`config.mk`:
```
export PLATFORM = sky130hd
export DESIGN_NAME = spi_flash_id_status
export DESIGN_NICKNAME = d
export VERILOG_FILES = /design/src/rtl/sfr_pkg.sv /design/src/rtl/sfr_sync.sv /design/src/rtl/sfr_reply.sv /design/src/rtl/sfr_decoder.sv /design/src/rtl/sfr_status.sv /design/src/rtl/spi_flash_id_status.sv
export SDC_FILE = /design/constraint.sdc
export NUM_CORES = 1
export LEC_CHECK = 0
export ABC_AREA = 1
export ABC_CLOCK_PERIOD_IN_PS = 2200
export BUFFER_PORTS_ARGS = -buffer_cell sky130_fd_sc_hd__buf_2
export CAP_MARGIN = 5
export CORE_MARGIN = 5
export CORE_UTILIZATION = 48
export DETAILED_ROUTE_END_ITERATION = 8
export PLACE_DENSITY = 0.71
export SLEW_MARGIN = 20
export SYNTH_ARGS = -nofsm -noshare
export SYNTH_HDL_FRONTEND = slang
export SYNTH_SLANG_ARGS = --single-unit
```
`constraint.sdc`:
```
create_clock -name clk -period 2.2 [get_ports clk]
set_input_delay 0.11 -clock clk [delete_from_list [all_inputs] [get_ports clk]]
set_output_delay 0.11 -clock clk [all_outputs]
set_load 0.1 [all_outputs]
```
`src/rtl/sfr_pkg.sv`:
```
package sfr_pkg;

   localparam int STAT_W  = 24;
   localparam int WEL_BIT = 1;

   localparam logic [7:0] OPC_READ_ID = 8'h9F;
   localparam logic [7:0] OPC_STAT_LO = 8'h05;
   localparam logic [7:0] OPC_STAT_MD = 8'h35;
   localparam logic [7:0] OPC_STAT_HI = 8'h15;
   localparam logic [7:0] OPC_WR_EN   = 8'h06;
   localparam logic [7:0] OPC_WR_DIS  = 8'h04;
   localparam logic [7:0] OPC_A4B_ON  = 8'hB7;
   localparam logic [7:0] OPC_A4B_OFF = 8'hE9;

   typedef enum logic [1:0] {
      PH_OPCODE,
      PH_ID,
      PH_STATUS,
      PH_QUIET
   } phase_e;

   typedef enum logic [2:0] {
      EFF_NONE,
      EFF_WEL_SET,
      EFF_WEL_CLR,
      EFF_A4B_SET,
      EFF_A4B_CLR
   } effect_e;

endpackage

```
`src/rtl/sfr_sync.sv`:
```
module sfr_sync #(
   parameter int SYNC_STAGES = 2,
   parameter bit SYNC_BYPASS = 1'b0
) (
   input  logic clk,
   input  logic rst_n,
   input  logic sck_i,
   input  logic csn_i,
   input  logic mosi_i,
   output logic sck_rise,
   output logic sck_fall,
   output logic cs_active,
   output logic cs_end,
   output logic mosi_s
);

   // bus layout: {mosi, csn, sck}
   localparam logic [2:0] BUS_RST = 3'b010;

   logic [2:0] raw_i;
   logic [2:0] raw_s;
   logic       sck_q;
   logic       csn_q;

   assign raw_i = {mosi_i, csn_i, sck_i};

   generate
      if (SYNC_BYPASS) begin : g_direct
         assign raw_s = raw_i;
      end else begin : g_chain
         logic [SYNC_STAGES-1:0][2:0] stage_q;
         always_ff @(posedge clk or negedge rst_n) begin
            if (!rst_n) begin
               for (int k = 0; k < SYNC_STAGES; k++) stage_q[k] <= BUS_RST;
            end else begin
               stage_q[0] <= raw_i;
               for (int k = 1; k < SYNC_STAGES; k++) stage_q[k] <= stage_q[k-1];
            end
         end
         assign raw_s = stage_q[SYNC_STAGES-1];
      end
   endgenerate

   always_ff @(posedge clk or negedge rst_n) begin
      if (!rst_n) begin
         sck_q <= 1'b0;
         csn_q <= 1'b1;
      end else begin
         sck_q <= raw_s[0];
         csn_q <= raw_s[1];
      end
   end

   assign sck_rise  = raw_s[0] & ~sck_q;
   assign sck_fall  = ~raw_s[0] & sck_q;
   assign cs_active = ~raw_s[1];
   assign cs_end    = raw_s[1] & ~csn_q;
   assign mosi_s    = raw_s[2];

endmodule

```
`src/rtl/sfr_reply.sv`:
```
module sfr_reply
   import sfr_pkg::*;
#(
   parameter int CONT_W = 4,
   parameter int IDX_W  = CONT_W + 2
) (
   input  phase_e              phase,
   input  logic [1:0]          stat_sel,
   input  logic [IDX_W-1:0]    idx,
   input  logic [CONT_W-1:0]   cont,
   input  logic [7:0]          mfr,
   input  logic [15:0]         dev,
   input  logic [STAT_W-1:0]   status,
   output logic [7:0]          byte_o
);

   logic [IDX_W-1:0] cont_x;
   logic [IDX_W-1:0] dev_lo_idx;
   logic [IDX_W-1:0] dev_hi_idx;

   assign cont_x     = {{(IDX_W-CONT_W){1'b0}}, cont};
   assign dev_lo_idx = cont_x + IDX_W'(1);
   assign dev_hi_idx = cont_x + IDX_W'(2);

   always_comb begin
      byte_o = 8'h00;
      case (phase)
         PH_ID: begin
            if (idx < cont_x)           byte_o = 8'h7F;
            else if (idx == cont_x)     byte_o = mfr;
            else if (idx == dev_lo_idx) byte_o = dev[7:0];
            else if (idx == dev_hi_idx) byte_o = dev[15:8];
         end
         PH_STATUS: begin
            case (stat_sel)
               2'd0:    byte_o = status[7:0];
               2'd1:    byte_o = status[15:8];
               2'd2:    byte_o = status[23:16];
               default: byte_o = 8'h00;
            endcase
         end
         default: byte_o = 8'h00;
      endcase
   end

endmodule

```
`src/rtl/sfr_decoder.sv`:
```
module sfr_decoder
   import sfr_pkg::*;
#(
   parameter int CONT_W = 4,
   parameter int IDX_W  = CONT_W + 2
) (
   input  logic                clk,
   input  logic                rst_n,
   input  logic                sck_rise,
   input  logic                sck_fall,
   input  logic                cs_active,
   input  logic                mosi_s,
   input  logic [7:0]          reply_byte,
   output phase_e              phase,
   output logic [1:0]          stat_sel,
   output logic [IDX_W-1:0]    idx,
   output effect_e             effect,
   output logic                miso
);

   localparam logic [IDX_W-1:0] IDX_MAX = '1;

   logic [2:0] bit_cnt;
   logic [6:0] rx_sh;
   logic [7:0] tx_sh;
   logic [7:0] opc_full;

   assign opc_full = {rx_sh, mosi_s};

   always_ff @(posedge clk or negedge rst_n) begin
      if (!rst_n) begin
         phase    <= PH_OPCODE;
         stat_sel <= 2'd0;
         idx      <= '0;
         effect   <= EFF_NONE;
         bit_cnt  <= 3'd0;
         rx_sh    <= 7'd0;
         tx_sh    <= 8'd0;
      end else if (!cs_active) begin
         phase    <= PH_OPCODE;
         idx      <= '0;
         effect   <= EFF_NONE;
         bit_cnt  <= 3'd0;
         rx_sh    <= 7'd0;
         tx_sh    <= 8'd0;
      end else begin
         if (sck_rise) begin
            bit_cnt <= bit_cnt + 3'd1;
            rx_sh   <= {rx_sh[5:0], mosi_s};
            if (phase == PH_OPCODE && bit_cnt == 3'd7) begin
               phase <= PH_QUIET;
               case (opc_full)
                  OPC_READ_ID: phase <= PH_ID;
                  OPC_STAT_LO: begin phase <= PH_STATUS; stat_sel <= 2'd0; end
                  OPC_STAT_MD: begin phase <= PH_STATUS; stat_sel <= 2'd1; end
                  OPC_STAT_HI: begin phase <= PH_STATUS; stat_sel <= 2'd2; end
                  OPC_WR_EN:   effect <= EFF_WEL_SET;
                  OPC_WR_DIS:  effect <= EFF_WEL_CLR;
                  OPC_A4B_ON:  effect <= EFF_A4B_SET;
                  OPC_A4B_OFF: effect <= EFF_A4B_CLR;
                  default:     effect <= EFF_NONE;
               endcase
            end
         end else if (sck_fall) begin
            if (phase != PH_OPCODE && bit_cnt == 3'd0) begin
               tx_sh <= reply_byte;
               if (idx != IDX_MAX) idx <= idx + IDX_W'(1);
            end else begin
               tx_sh <= {tx_sh[6:0], 1'b0};
            end
         end
      end
   end

   assign miso = tx_sh[7];

endmodule

```
`src/rtl/sfr_status.sv`:
```
module sfr_status
   import sfr_pkg::*;
#(
   parameter logic [STAT_W-1:0] RESET_STATUS = '0
) (
   input  logic              clk,
   input  logic              rst_n,
   input  logic              fw_we,
   input  logic [STAT_W-1:0] fw_wdata,
   input  logic              cs_end,
   input  effect_e           effect,
   output logic [STAT_W-1:0] live,
   output logic              a4b
);

   logic [STAT_W-1:0] staged;
   logic              pend;
   logic [STAT_W-1:0] next_live;

   always_comb begin
      next_live = pend ? staged : live;
      case (effect)
         EFF_WEL_SET: next_live[WEL_BIT] = 1'b1;
         EFF_WEL_CLR: next_live[WEL_BIT] = 1'b0;
         default: ;
      endcase
   end

   always_ff @(posedge clk or negedge rst_n) begin
      if (!rst_n) begin
         live   <= RESET_STATUS;
         a4b    <= 1'b0;
         staged <= '0;
         pend   <= 1'b0;
      end else begin
         if (fw_we) staged <= fw_wdata;
         if (cs_end) begin
            live <= next_live;
            pend <= fw_we;
            if (effect == EFF_A4B_SET) a4b <= 1'b1;
            if (effect == EFF_A4B_CLR) a4b <= 1'b0;
         end else if (fw_we) begin
            pend <= 1'b1;
         end
      end
   end

endmodule

```
`src/rtl/spi_flash_id_status.sv`:
```
module spi_flash_id_status
   import sfr_pkg::*;
#(
   parameter int                CONT_W       = 4,
   parameter int                SYNC_STAGES  = 2,
   parameter bit                SYNC_BYPASS  = 1'b0,
   parameter logic [STAT_W-1:0] RESET_STATUS = '0
) (
   input  logic              clk,
   input  logic              rst_n,
   input  logic              spi_sck,
   input  logic              spi_csn,
   input  logic              spi_mosi,
   output logic              spi_miso,
   input  logic              fw_status_we,
   input  logic [STAT_W-1:0] fw_status_wdata,
   input  logic [CONT_W-1:0] id_cont_count,
   input  logic [7:0]        id_mfr,
   input  logic [15:0]       id_dev,
   output logic [STAT_W-1:0] status_live,
   output logic              addr_4b
);

   localparam int IDX_W = CONT_W + 2;

   generate
      if (CONT_W < 1 || CONT_W > 8) begin : g_bad_cont
         $error("CONT_W must lie in 1..8");
      end
      if (!SYNC_BYPASS && SYNC_STAGES < 2) begin : g_bad_sync
         $error("SYNC_STAGES must be at least 2 when synchronizing");
      end
   endgenerate

   logic             sck_rise;
   logic             sck_fall;
   logic             cs_active;
   logic             cs_end;
   logic             mosi_s;
   phase_e           phase;
   logic [1:0]       stat_sel;
   logic [IDX_W-1:0] idx;
   effect_e          effect;
   logic [7:0]       reply_byte;

   sfr_sync #(
      .SYNC_STAGES (SYNC_STAGES),
      .SYNC_BYPASS (SYNC_BYPASS)
   ) u_sync (
      .clk       (clk),
      .rst_n     (rst_n),
      .sck_i     (spi_sck),
      .csn_i     (spi_csn),
      .mosi_i    (spi_mosi),
      .sck_rise  (sck_rise),
      .sck_fall  (sck_fall),
      .cs_active (cs_active),
      .cs_end    (cs_end),
      .mosi_s    (mosi_s)
   );

   sfr_decoder #(
      .CONT_W (CONT_W),
      .IDX_W  (IDX_W)
   ) u_decoder (
      .clk        (clk),
      .rst_n      (rst_n),
      .sck_rise   (sck_rise),
      .sck_fall   (sck_fall),
      .cs_active  (cs_active),
      .mosi_s     (mosi_s),
      .reply_byte (reply_byte),
      .phase      (phase),
      .stat_sel   (stat_sel),
      .idx        (idx),
      .effect     (effect),
      .miso       (spi_miso)
   );

   sfr_reply #(
      .CONT_W (CONT_W),
      .IDX_W  (IDX_W)
   ) u_reply (
      .phase    (phase),
      .stat_sel (stat_sel),
      .idx      (idx),
      .cont     (id_cont_count),
      .mfr      (id_mfr),
      .dev      (id_dev),
      .status   (status_live),
      .byte_o   (reply_byte)
   );

   sfr_status #(
      .RESET_STATUS (RESET_STATUS)
   ) u_status (
      .clk      (clk),
      .rst_n    (rst_n),
      .fw_we    (fw_status_we),
      .fw_wdata (fw_status_wdata),
      .cs_end   (cs_end),
      .effect   (effect),
      .live     (status_live),
      .a4b      (addr_4b)
   );

endmodule

```
Yosys cells after proc, flatten, opt, wreduce, memory -nomap -nowiden
Index checks and enable logic that the tools add are counted.
{"block": "op_classes", "add_sub_neg": 4, "n_lt_le_gt_ge": 1, "n_eq_ne": 23, "n_mux": 34, "n_bitwise": 7, "n_reduce_logical": 25}
{"operator": "$mux 8", "count": 8}
{"operator": "$mux 6", "count": 5}
{"operator": "$eq 8x3->1 const B", "count": 3}
{"operator": "$eq 8x8->1 const B", "count": 3}
{"operator": "$pmux 8 s3", "count": 1}
{"operator": "$pmux 8 s2", "count": 1}
{"operator": "$reduce_bool 2->1", "count": 8}
{"operator": "$mux 3", "count": 5}
{"operator": "$pmux 3 s5", "count": 1}
{"operator": "$mux 7", "count": 2}
{"operator": "$eq 6x6->1", "count": 2}
{"operator": "$reduce_and 2->1", "count": 5}
{"operator": "$eq 8x5->1 const B", "count": 1}
{"operator": "$eq 8x6->1 const B", "count": 1}
{"operator": "$mux 2", "count": 4}
{"operator": "$reduce_and 4->1", "count": 2}
{"operator": "$add 6x1->6 const B", "count": 1}
{"operator": "$eq 3x2->1 const B", "count": 2}
{"operator": "$eq 3x3->1 const B", "count": 2}
{"operator": "$eq 6x4->1", "count": 1}
{"operator": "$lt 6x4->1", "count": 1}
{"operator": "$ne 6x6->1 const B", "count": 1}
{"operator": "$pmux 2 s3", "count": 1}
{"operator": "$reduce_bool 3->1", "count": 2}
{"operator": "18 further kinds", "count": 31}
{"block": "totals", "ff_bits": 89, "out_inout_bits": 26, "wordCells": 110}

Logic depth before layout (Yosys ltp)
Gate-level depths: netlist of the first run.
{"block": "depth", "depth_word": 11, "mapped_depth": 15, "depth_no_buf": 15}

By module
Synthesis of the first run repeated with hierarchy kept, for this count alone.
{"block": "hier_totals", "hier_cells": 604, "area_unflattened_um2": 4744.6}
{"module": "sfr_status", "instances": 1, "cells_per_inst": 202, "area_each_um2": 1934.4, "seq_area_each_um2": 1251.2}
{"module": "sfr_decoder", "instances": 1, "cells_per_inst": 206, "area_each_um2": 1666.6, "seq_area_each_um2": 775.7}
{"module": "sfr_reply", "instances": 1, "cells_per_inst": 182, "area_each_um2": 917.1, "seq_area_each_um2": 0.0}
{"module": "sfr_sync", "instances": 1, "cells_per_inst": 14, "area_each_um2": 226.5, "seq_area_each_um2": 203.9}

Worst setup path before layout of the first run
Ideal clock, no wire load.
{"block": "synth_path", "path_kind": "flip-flop to flip-flop", "from": "register u_decoder.idx[3]", "to": "register u_decoder.tx_sh[1]", "setup_time_ps": 66, "arrival_time_ps": 1624, "required_ps": 2134, "slack_ps": 510, "path_stages_with_launch": 14, "period_less_slack_ps": 1690, "path_cell_list": "dfrtp_1 ha_1 nand2_1 nor3_2 nand3_1 nand2_1 inv_2 nand3_1 nand2_1 nand2_1 nand2_1 nand2_1 nand2_1 nand2_1"}
{"block": "synth_between", "elab_chain_cells": 10}
{"item": "start: declaration", "line_no": "sfr_decoder.sv:16", "text": "output logic [IDX_W-1:0] idx,"}
{"item": "start signal: assignment", "line_no": "sfr_decoder.sv:67", "text": "if (idx != IDX_MAX) idx <= idx + IDX_W'(1);"}
{"item": "$eq 6x6->1", "line_no": "sfr_reply.sv:32", "text": "else if (idx == dev_hi_idx) byte_o = dev[15:8];"}
{"item": "$mux 8", "line_no": "sfr_reply.sv:32"}
{"item": "$mux 8", "line_no": "sfr_reply.sv:31", "text": "else if (idx == dev_lo_idx) byte_o = dev[7:0];"}
{"item": "$mux 8", "line_no": "sfr_reply.sv:30", "text": "else if (idx == cont_x) byte_o = mfr;"}
{"item": "$mux 8 *", "line_no": "sfr_reply.sv:29", "text": "if (idx < cont_x) byte_o = 8'h7F;"}
{"item": "$pmux 8 s2 *", "line_no": "sfr_reply.sv:27", "text": "case (phase)"}
{"item": "$mux 8 *", "line_no": "sfr_decoder.sv:65", "text": "if (phase != PH_OPCODE && bit_cnt == 3'd0) begin"}
{"item": "$mux 8 *", "line_no": "sfr_decoder.sv:64", "text": "end else if (sck_fall) begin"}
{"item": "$mux 8 *", "line_no": "sfr_decoder.sv:47", "text": "if (sck_rise) begin"}
{"item": "$mux 8 *", "line_no": "sfr_decoder.sv:39", "text": "end else if (!cs_active) begin"}
{"item": "end signal: assignment", "line_no": "sfr_decoder.sv:66", "text": "tx_sh <= reply_byte;"}
{"item": "end signal: assignment", "line_no": "sfr_decoder.sv:69", "text": "tx_sh <= {tx_sh[6:0], 1'b0};"}
{"item": "end: declaration", "line_no": "sfr_decoder.sv:25", "text": "logic [7:0] tx_sh;"}
Mark *: on every way between the ends. The rest lies on a longest branch, timed or not. The select of a mux whose other input is x is not followed.
A chain may end at the register's enable or synchronous reset.

Final worst setup path of the first run
{"block": "layout_path", "from": "register u_decoder.idx[3]", "to": "register u_decoder.tx_sh[3]"}
The elaborated chain is that of the path after synthesis.

==> summary.txt, run 1 <==
Run status
  • Status: complete, no violations

Place
  • # port buffers: 83
  • GPL Wtd Cong: 0.886
  • HPWL Detailed: 7.87 mm

Clocking
  • Clock slew at reported path FFs: 0.09 ns
  • Clk_lat worst skew: 0.36 ns
  • Post-CTS Resized: 0
  • Clock tree buffer depth: 2
  • CTS tree: yes
  • Num Clock Sinks: 89
  • H-tree level count: 3
  • Num CTS Buffers: 9
  • Post-CTS setup buffers: 0
  • Clk root buf: clkbuf_8

Die
  • Ports: 84
  • Die X: 107 um
  • Die H: 107 um
  • # rows: 35
  • Core Area: 9200 um^2
  • Die area: 11400 um^2
  • Initial core utilization: 49.0%

Power
  • Internal power: 0.00245 W
  • Seq pwr share: 46.4%
  • Comb pwr share: 27.7%
  • Sw frac: 39.8%
  • Power consumption: 0.00406 W
  • Leak Pwr: 2.89 nW
  • Pwr/cell area: 738 nW/um^2
  • Sw power: 0.00162 W
  • Clk pwr share: 25.9%
  • Worst vdd ir: 0.000506 V

Finish
  • Commonest non-fill, non-tap cells in the layout: nand2_1, dfrtp_1, buf_2
  • Layout net count: 765
  • Layout Area Growth over Synthesis: 22.1%
  • Most common cell after layout, fill and taps aside: nand2_1
  • Layout cells sized above 1: 18.3%
  • Number of diodes: 0

STA
  • RSZ-0062 raised after global routing: false
  • Fin. Hold Viols: 0
  • Min Tclk post-route: 1.94 ns
  • Final Max Tran Viols: 0
  • TNS Setup: 0 ns
  • Final critical-path share of the clock period: 88.1%
  • Peak Freq: 0.516 GHz
  • Skew final: 0.0119 ns
  • Slew @ Worst Pin: 0.698 ns
  • Final setup fails: 0
  • Relative slew slack: 53.5%

Setup path
  • Crit. End Element: flop
  • CP top delay family: simple AND/OR/NAND/NOR gates
  • Crit-path slowest cell: dfrtp_1
  • CP most frequent cell: nand2_1
  • CP Launch Type: flop
  • Required time worst endpoint: 2.49 ns
  • Critical-path maximum fanout: 7
  • Worst endpoint data arrival time: 2.23 ns
  • Worst path buffer plus inverter count: 1
  • Worst setup path class: flop to flop
  • Max incr delay on CP: 0.49 ns
  • Critical-path cell list: ha_1 > nand2_1 > nor3_2 > nand3_1 > nand2_1 > inv_1 > nand3_1 > nand2_1 > nand2_1 > nand2_1 > nand2_1 > nand2_1 > nand2_1

Route
  • DR vias/cell: 5.02
  • Avg WL per Cell: 13.2 um
  • Pre-antenna DRT Iters: 5
  • Via Count: 4070
  • DR iter-0 viols: 210
  • Final WL: 10.7 mm
  • Final ANT Viol Nets: 0
  • # DRC: 0

Global routing
  • Grt total ovfl: 0
  • Initial antenna violation count: 0
  • Largest net degree at the start of global routing: 49
  • Total GRT Usage: 19.8%
  • Vias in the first global route: 4087
  • First-pass GRT wire length: 18.6 mm

Hold path
  • Hold crit path type: primary input to flop

Synth
  • EDFF count, synth: 0
  • Main synth FF type: dfrtp_1
  • Post-Syn Area: 4510 um^2
  • Yosys warns: 0
  • Mapped Nets: 653
  • Post-synthesis sequential area ratio: 49.5%
  • Asr flop ratio synth: 100%
  • Number of distinct library cells after synthesis: 31
  • Avg Inst Size Synth: 7.75 um^2
  • Synthesized instance count: 582
  • Seq cells post-synth: 89

Flow run
  • Max-cap viol count: 0
-- cells by family (layout without fill, tap and decap cells) --
kind of cell | after synthesis | after routing | synth area share (%)
xor+xnor | 2 | 2 | 0.555
fa+ha+maj | 13 | 13 | 3.61
buf+inv | 94 | 211 | 7.88
simple gates | 298 | 298 | 28.5
compound gates | 86 | 86 | 9.96
flops | 89 | 89 | 49.5
-- worst paths after layout --
kind | start | to | slack [ns] | depth (start not counted)
min in group asynchronous | rst_n | u_status.staged[17]$_DFFE_PN0P_ | 0.29 | 2
min | id_mfr[0] | u_decoder.tx_sh[0]$_DFFE_PN0P_ | 0.25 | 7
max reg2reg | u_decoder.idx[3]$_DFFE_PN0P_ | u_decoder.tx_sh[3]$_DFFE_PN0P_ | 0.26 | 13
max in group asynchronous | rst_n | u_status.live[9]$_DFFE_PN0P_ | 1.19 | 3
max | u_decoder.idx[3]$_DFFE_PN0P_ | u_decoder.tx_sh[3]$_DFFE_PN0P_ | 0.26 | 13
min reg2reg | u_sync.g_chain.stage_q[2]$_DFF_PN0_ | u_sync.raw_s[2]$_DFF_PN0_ | 0.36 | 0
-- cell usage after synthesis, types with 2 or more instances --
| cell type | count | share of area, % |
|---|---|---|
| nand2_1 | 190 | 16 |
| dfrtp_1 | 86 | 48 |
| inv_1 | 73 | 6.1 |
| o21ai_0 | 66 | 7.3 |
| nand3_1 | 59 | 6.5 |
| nor2_1 | 24 | 2.0 |
| ha_1 | 13 | 3.6 |
| a21oi_1 | 10 | 1.1 |
| clkbuf_1 | 9 | 0.75 |
| inv_2 | 7 | 0.58 |
| nor3_1 | 6 | 0.67 |
| nand4_1 | 5 | 0.69 |
| nor2_4 | 4 | 1.0 |
| nor3_2 | 4 | 0.89 |
| buf_1 | 3 | 0.25 |
| dfstp_2 | 3 | 1.7 |
| nor2_2 | 3 | 0.42 |
| a31oi_1 | 2 | 0.28 |
| buf_2 | 2 | 0.22 |
| o21ai_1 | 2 | 0.22 |
-- repair_timing --
item                                   in CTS  in global routing
setup endpoints to repair                   0                  0
hold buffers                               28                  0
endpoints found under the hold margin      68                  0
-- worst register-to-register path, cell delays in order (launching register included) --
cell     delay, ns
dfrtp_1       0.49
ha_1          0.34
nand2_1       0.11
nor3_2        0.28
nand3_1       0.14
nand2_1       0.10
inv_1         0.04
nand3_1       0.07
nand2_1       0.05
nand2_1       0.06
nand2_1       0.04
nand2_1       0.06
nand2_1       0.04
nand2_1       0.07
-- registers in the layout, summed over array words and instances (netlist names) --
name / flops
u_decoder.phase: 2
u_status.staged: 24
u_sync.raw_s: 3
u_decoder.idx: 6
u_status.live: 24
u_sync.csn_q: 1
u_decoder.stat_sel: 2
u_status.a4b: 1
u_decoder.bit_cnt: 3
u_decoder.tx_sh: 8
u_sync.g_chain.stage_q: 3
u_sync.sck_q: 1
u_decoder.effect: 3
u_decoder.rx_sh: 7
u_status.pend: 1
-- through the flow --
step,instances,worst slack [ns],hold slack (ns),instance area (um^2),util (%)
2_1_floorplan,582,0.510,-0.186,4510,-
3_3_place_gp,766,0.270,0.145,5040,54.8
3_5_place_dp,766,0.289,0.152,5040,54.8
4_1_cts,810,0.258,0.234,5510,59.9
5_1_grt,810,0.0252,0.326,5510,59.9
6_report,810,0.262,0.249,5510,59.9
-- power by group through the flow --
| stage | Combinational [W] | Clock [W] | Sequential [W] |
|---|---|---|---|
| final | 0.00112 | 0.00105 | 0.00189 |
| after global routing | 0.00122 | 0.00115 | 0.00190 |
| after global placement | 0.00107 | 0 | 0.00191 |
| after CTS | 0.00113 | 0.00108 | 0.00188 |
| after floorplan | 0.000282 | 0 | 0.00244 |
| after detailed placement | 0.00109 | 0 | 0.00191 |
-- per-layer routing --
layer	share of wire (%)	GRT usage [%]	wire length, um
met1	48	27.4	5080
met3	5.0	3.85	529
met5	0	0	0
met4	1.5	5.48	159
met2	46	31.7	4910
-- layout make-up --
cell class / count / area [um^2]
fill: 835 / 3690
clock inverter: 7 / 60.1
sequential: 89 / 2230
inverter: 80 / 300
tap: 111 / 139
clock buffer: 9 / 124
multi-input combinational: 399 / 1920
timing repair buffer: 115 / 728
Note: power is estimated with default switching activity, not from simulation.
==> inputs of run 2 (changes only) <==
--- a/config.mk
+++ b/config.mk
@@ -6,7 +6,7 @@
 export NUM_CORES = 1
 export LEC_CHECK = 0
 export ABC_AREA = 1
-export ABC_CLOCK_PERIOD_IN_PS = 2200
+export ABC_CLOCK_PERIOD_IN_PS = 2250
 export BUFFER_PORTS_ARGS = -buffer_cell sky130_fd_sc_hd__buf_2
 export CAP_MARGIN = 5
 export CORE_MARGIN = 5
==> constraint.sdc (replaced) <==
create_clock -name clk -period 2.25 [get_ports clk]
set_input_delay 0.1125 -clock clk [delete_from_list [all_inputs] [get_ports clk]]
set_output_delay 0.1125 -clock clk [all_outputs]
set_load 0.1 [all_outputs]
==> summary.txt, run 2 (synthesis gave the netlist of run 1 again) <==
Run status
  • Status: complete, no violations

Finish
  • Final core utilization: 60.7%
  • Layout cells sized above 1: 18.5%
  • Layout net count: 767
  • Fillers: 834
  • Commonest non-fill, non-tap cells in the layout: nand2_1, dfrtp_1, buf_2
  • Top flop regs: u_status.live (24), u_status.staged (24), u_decoder.tx_sh (8)
  • Number of diodes: 0
  • Non-Filler Cell Area, Final: 5590 um^2
  • Most common cell after layout, fill and taps aside: nand2_1
  • Layout Area Growth over Synthesis: 23.8%

Global routing
  • Grt total ovfl: 0
  • Total GRT Usage: 19.8%
  • Vias in the first global route: 4038
  • Initial antenna violation count: 0
  • Largest net degree at the start of global routing: 49
  • First-pass GRT wire length: 18.4 mm

Setup path
  • CP Launch Type: flop
  • Required time worst endpoint: 2.54 ns
  • Crit path from: u_decoder.idx[3]$_DFFE_PN0P_
  • Max incr delay on CP: 0.50 ns
  • CP top delay family: simple AND/OR/NAND/NOR gates
  • Crit. End Element: flop
  • Worst reg2reg setup slack: 0.28 ns
  • Worst path buffer plus inverter count: 1
  • CP most frequent cell: nand2_1
  • Worst setup path class: flop to flop
  • Critical-path maximum fanout: 7
  • Critical-path cell list: ha_1 > nand2_1 > nor3_2 > nand3_1 > nand2_1 > inv_2 > nand3_1 > nand2_1 > nand2_1 > nand2_1 > nand2_1 > nand2_1 > nand2_1
  • Reg2Reg Launch Point: u_decoder.idx[3]$_DFFE_PN0P_
  • Crit-path slowest cell: dfrtp_1
  • Worst endpoint data arrival time: 2.26 ns

Power
  • Worst vdd ir: 0.000666 V
  • Pwr/cell area: 766 nW/um^2
  • Leak Pwr: 2.93 nW

Route
  • Avg WL per Cell: 13.0 um
  • DR iter-0 viols: 184
  • DR vias/cell: 4.97
  • Via Count: 4036
  • Pre-antenna DRT Iters: 4
  • # DRC: 0
  • Final ANT Viol Nets: 0
  • Final WL: 10.6 mm

Die
  • Die area: 11400 um^2
  • Initial core utilization: 49.0%
  • Die X: 107 um
  • Core Area: 9200 um^2
  • # rows: 35
  • Die H: 107 um
  • Ports: 84

STA
  • Hold_ws: 0.223 ns
  • Fin. Hold Viols: 0
  • Final setup margin: 0.281 ns
  • Relative slew slack: 54.9%
  • Skew final: 0.0117 ns
  • TNS Setup: 0 ns
  • Slew @ Worst Pin: 0.676 ns
  • RSZ-0062 raised after global routing: false
  • Peak Freq: 0.508 GHz
  • Final setup fails: 0
  • Min Tclk post-route: 1.97 ns
  • Final Max Tran Viols: 0
  • Final critical-path share of the clock period: 87.5%

Clocking
  • Num CTS Buffers: 9
  • Clk root buf: clkbuf_8
  • Clk_lat worst skew: 0.36 ns
  • Clock slew at reported path FFs: 0.09 ns
  • CTS tree: yes
  • Post-CTS setup buffers: 0
  • Post-CTS Resized: 0
  • Clock tree buffer depth: 2
  • H-tree level count: 3
  • Num Clock Sinks: 89

Flow run
  • Max-cap viol count: 0

Hold path
  • Worst Min Path Start: id_mfr[0]
  • Hold crit path type: primary input to flop

Place
  • HPWL Detailed: 7.93 mm
  • DP Worst Slack: 0.305 ns
  • GPL Wtd Cong: 0.898
  • Placement Cell Area: 5060 um^2
  • # port buffers: 83
run 2: changes by cell type in the layout (fill, tap and decap cells not counted), sizes merged:
cell,delta
bufinv,+3
inv,-1
clkinvlp,-2
buf,+2
run 2: stage by stage:
step / power, W / instances
finish: 0.00428 / 812
global route: 0.00447 / 812
CTS: 0.00431 / 812
detailed placement: 0.00294 / 768
global placement: 0.00292 / 768
floorplan: 0.00266 / 582
run 2: final cells by class:
class / count / area (um^2) / area share [%]
sequential: 89 / 2230 / 39.9
multi-input combinational: 399 / 1920 / 34.5
timing repair buffer: 117 / 743 / 13.3
inverter: 80 / 300 / 5.38
tap: 111 / 139 / 2.49
clock buffer: 9 / 124 / 2.22
clock inverter: 7 / 124 / 2.22
run 2: path summary, 6_finish.rpt:
| kind | end | depth (start not counted) |
|---|---|---|
| min in group asynchronous | u_status.staged[1]$_DFFE_PN0P_ | 2 |
| setup reg to reg | u_decoder.tx_sh[1]$_DFFE_PN0P_ | 13 |
| setup / recovery | u_decoder.tx_sh[1]$_DFFE_PN0P_ | 13 |
| hold reg to reg | u_sync.raw_s[0]$_DFF_PN0_ | 0 |
| max in group asynchronous | u_status.staged[4]$_DFFE_PN0P_ | 3 |
| hold / removal | u_decoder.tx_sh[0]$_DFFE_PN0P_ | 7 |
run 2: worst reg2reg max path, cell delays in order, from the launching register on:
cell,delay [ns]
dfrtp_1,0.50
ha_1,0.35
nand2_1,0.11
nor3_2,0.30
nand3_1,0.12
nand2_1,0.11
inv_2,0.03
nand3_1,0.07
nand2_1,0.05
nand2_1,0.06
nand2_1,0.04
nand2_1,0.06
nand2_1,0.05
nand2_1,0.07
run 2: per-layer routing:
metal,routed length [um],track usage (%),vias up
li1,-,-,2084
met1,5100,26.9,1843
met2,4760,31.8,95
met3,547,4.15,14
met4,177,6.48,0
met5,0,0,-
run 2: repair_timing:
item                                   4_1_cts  5_1_grt
hold buffers                                28        0
endpoints found under the hold margin       63        0
setup endpoints to repair                    0        0
run 2: power by group:
group	total (W)	internal [W]	switching [W]	leakage [nW]
logic	0.00110	0.000240	0.000857	1.67
clock network	0.00134	0.000751	0.000590	0.126
registers	0.00184	0.00173	0.000111	1.14
total	0.00428	0.00272	0.00156	2.93
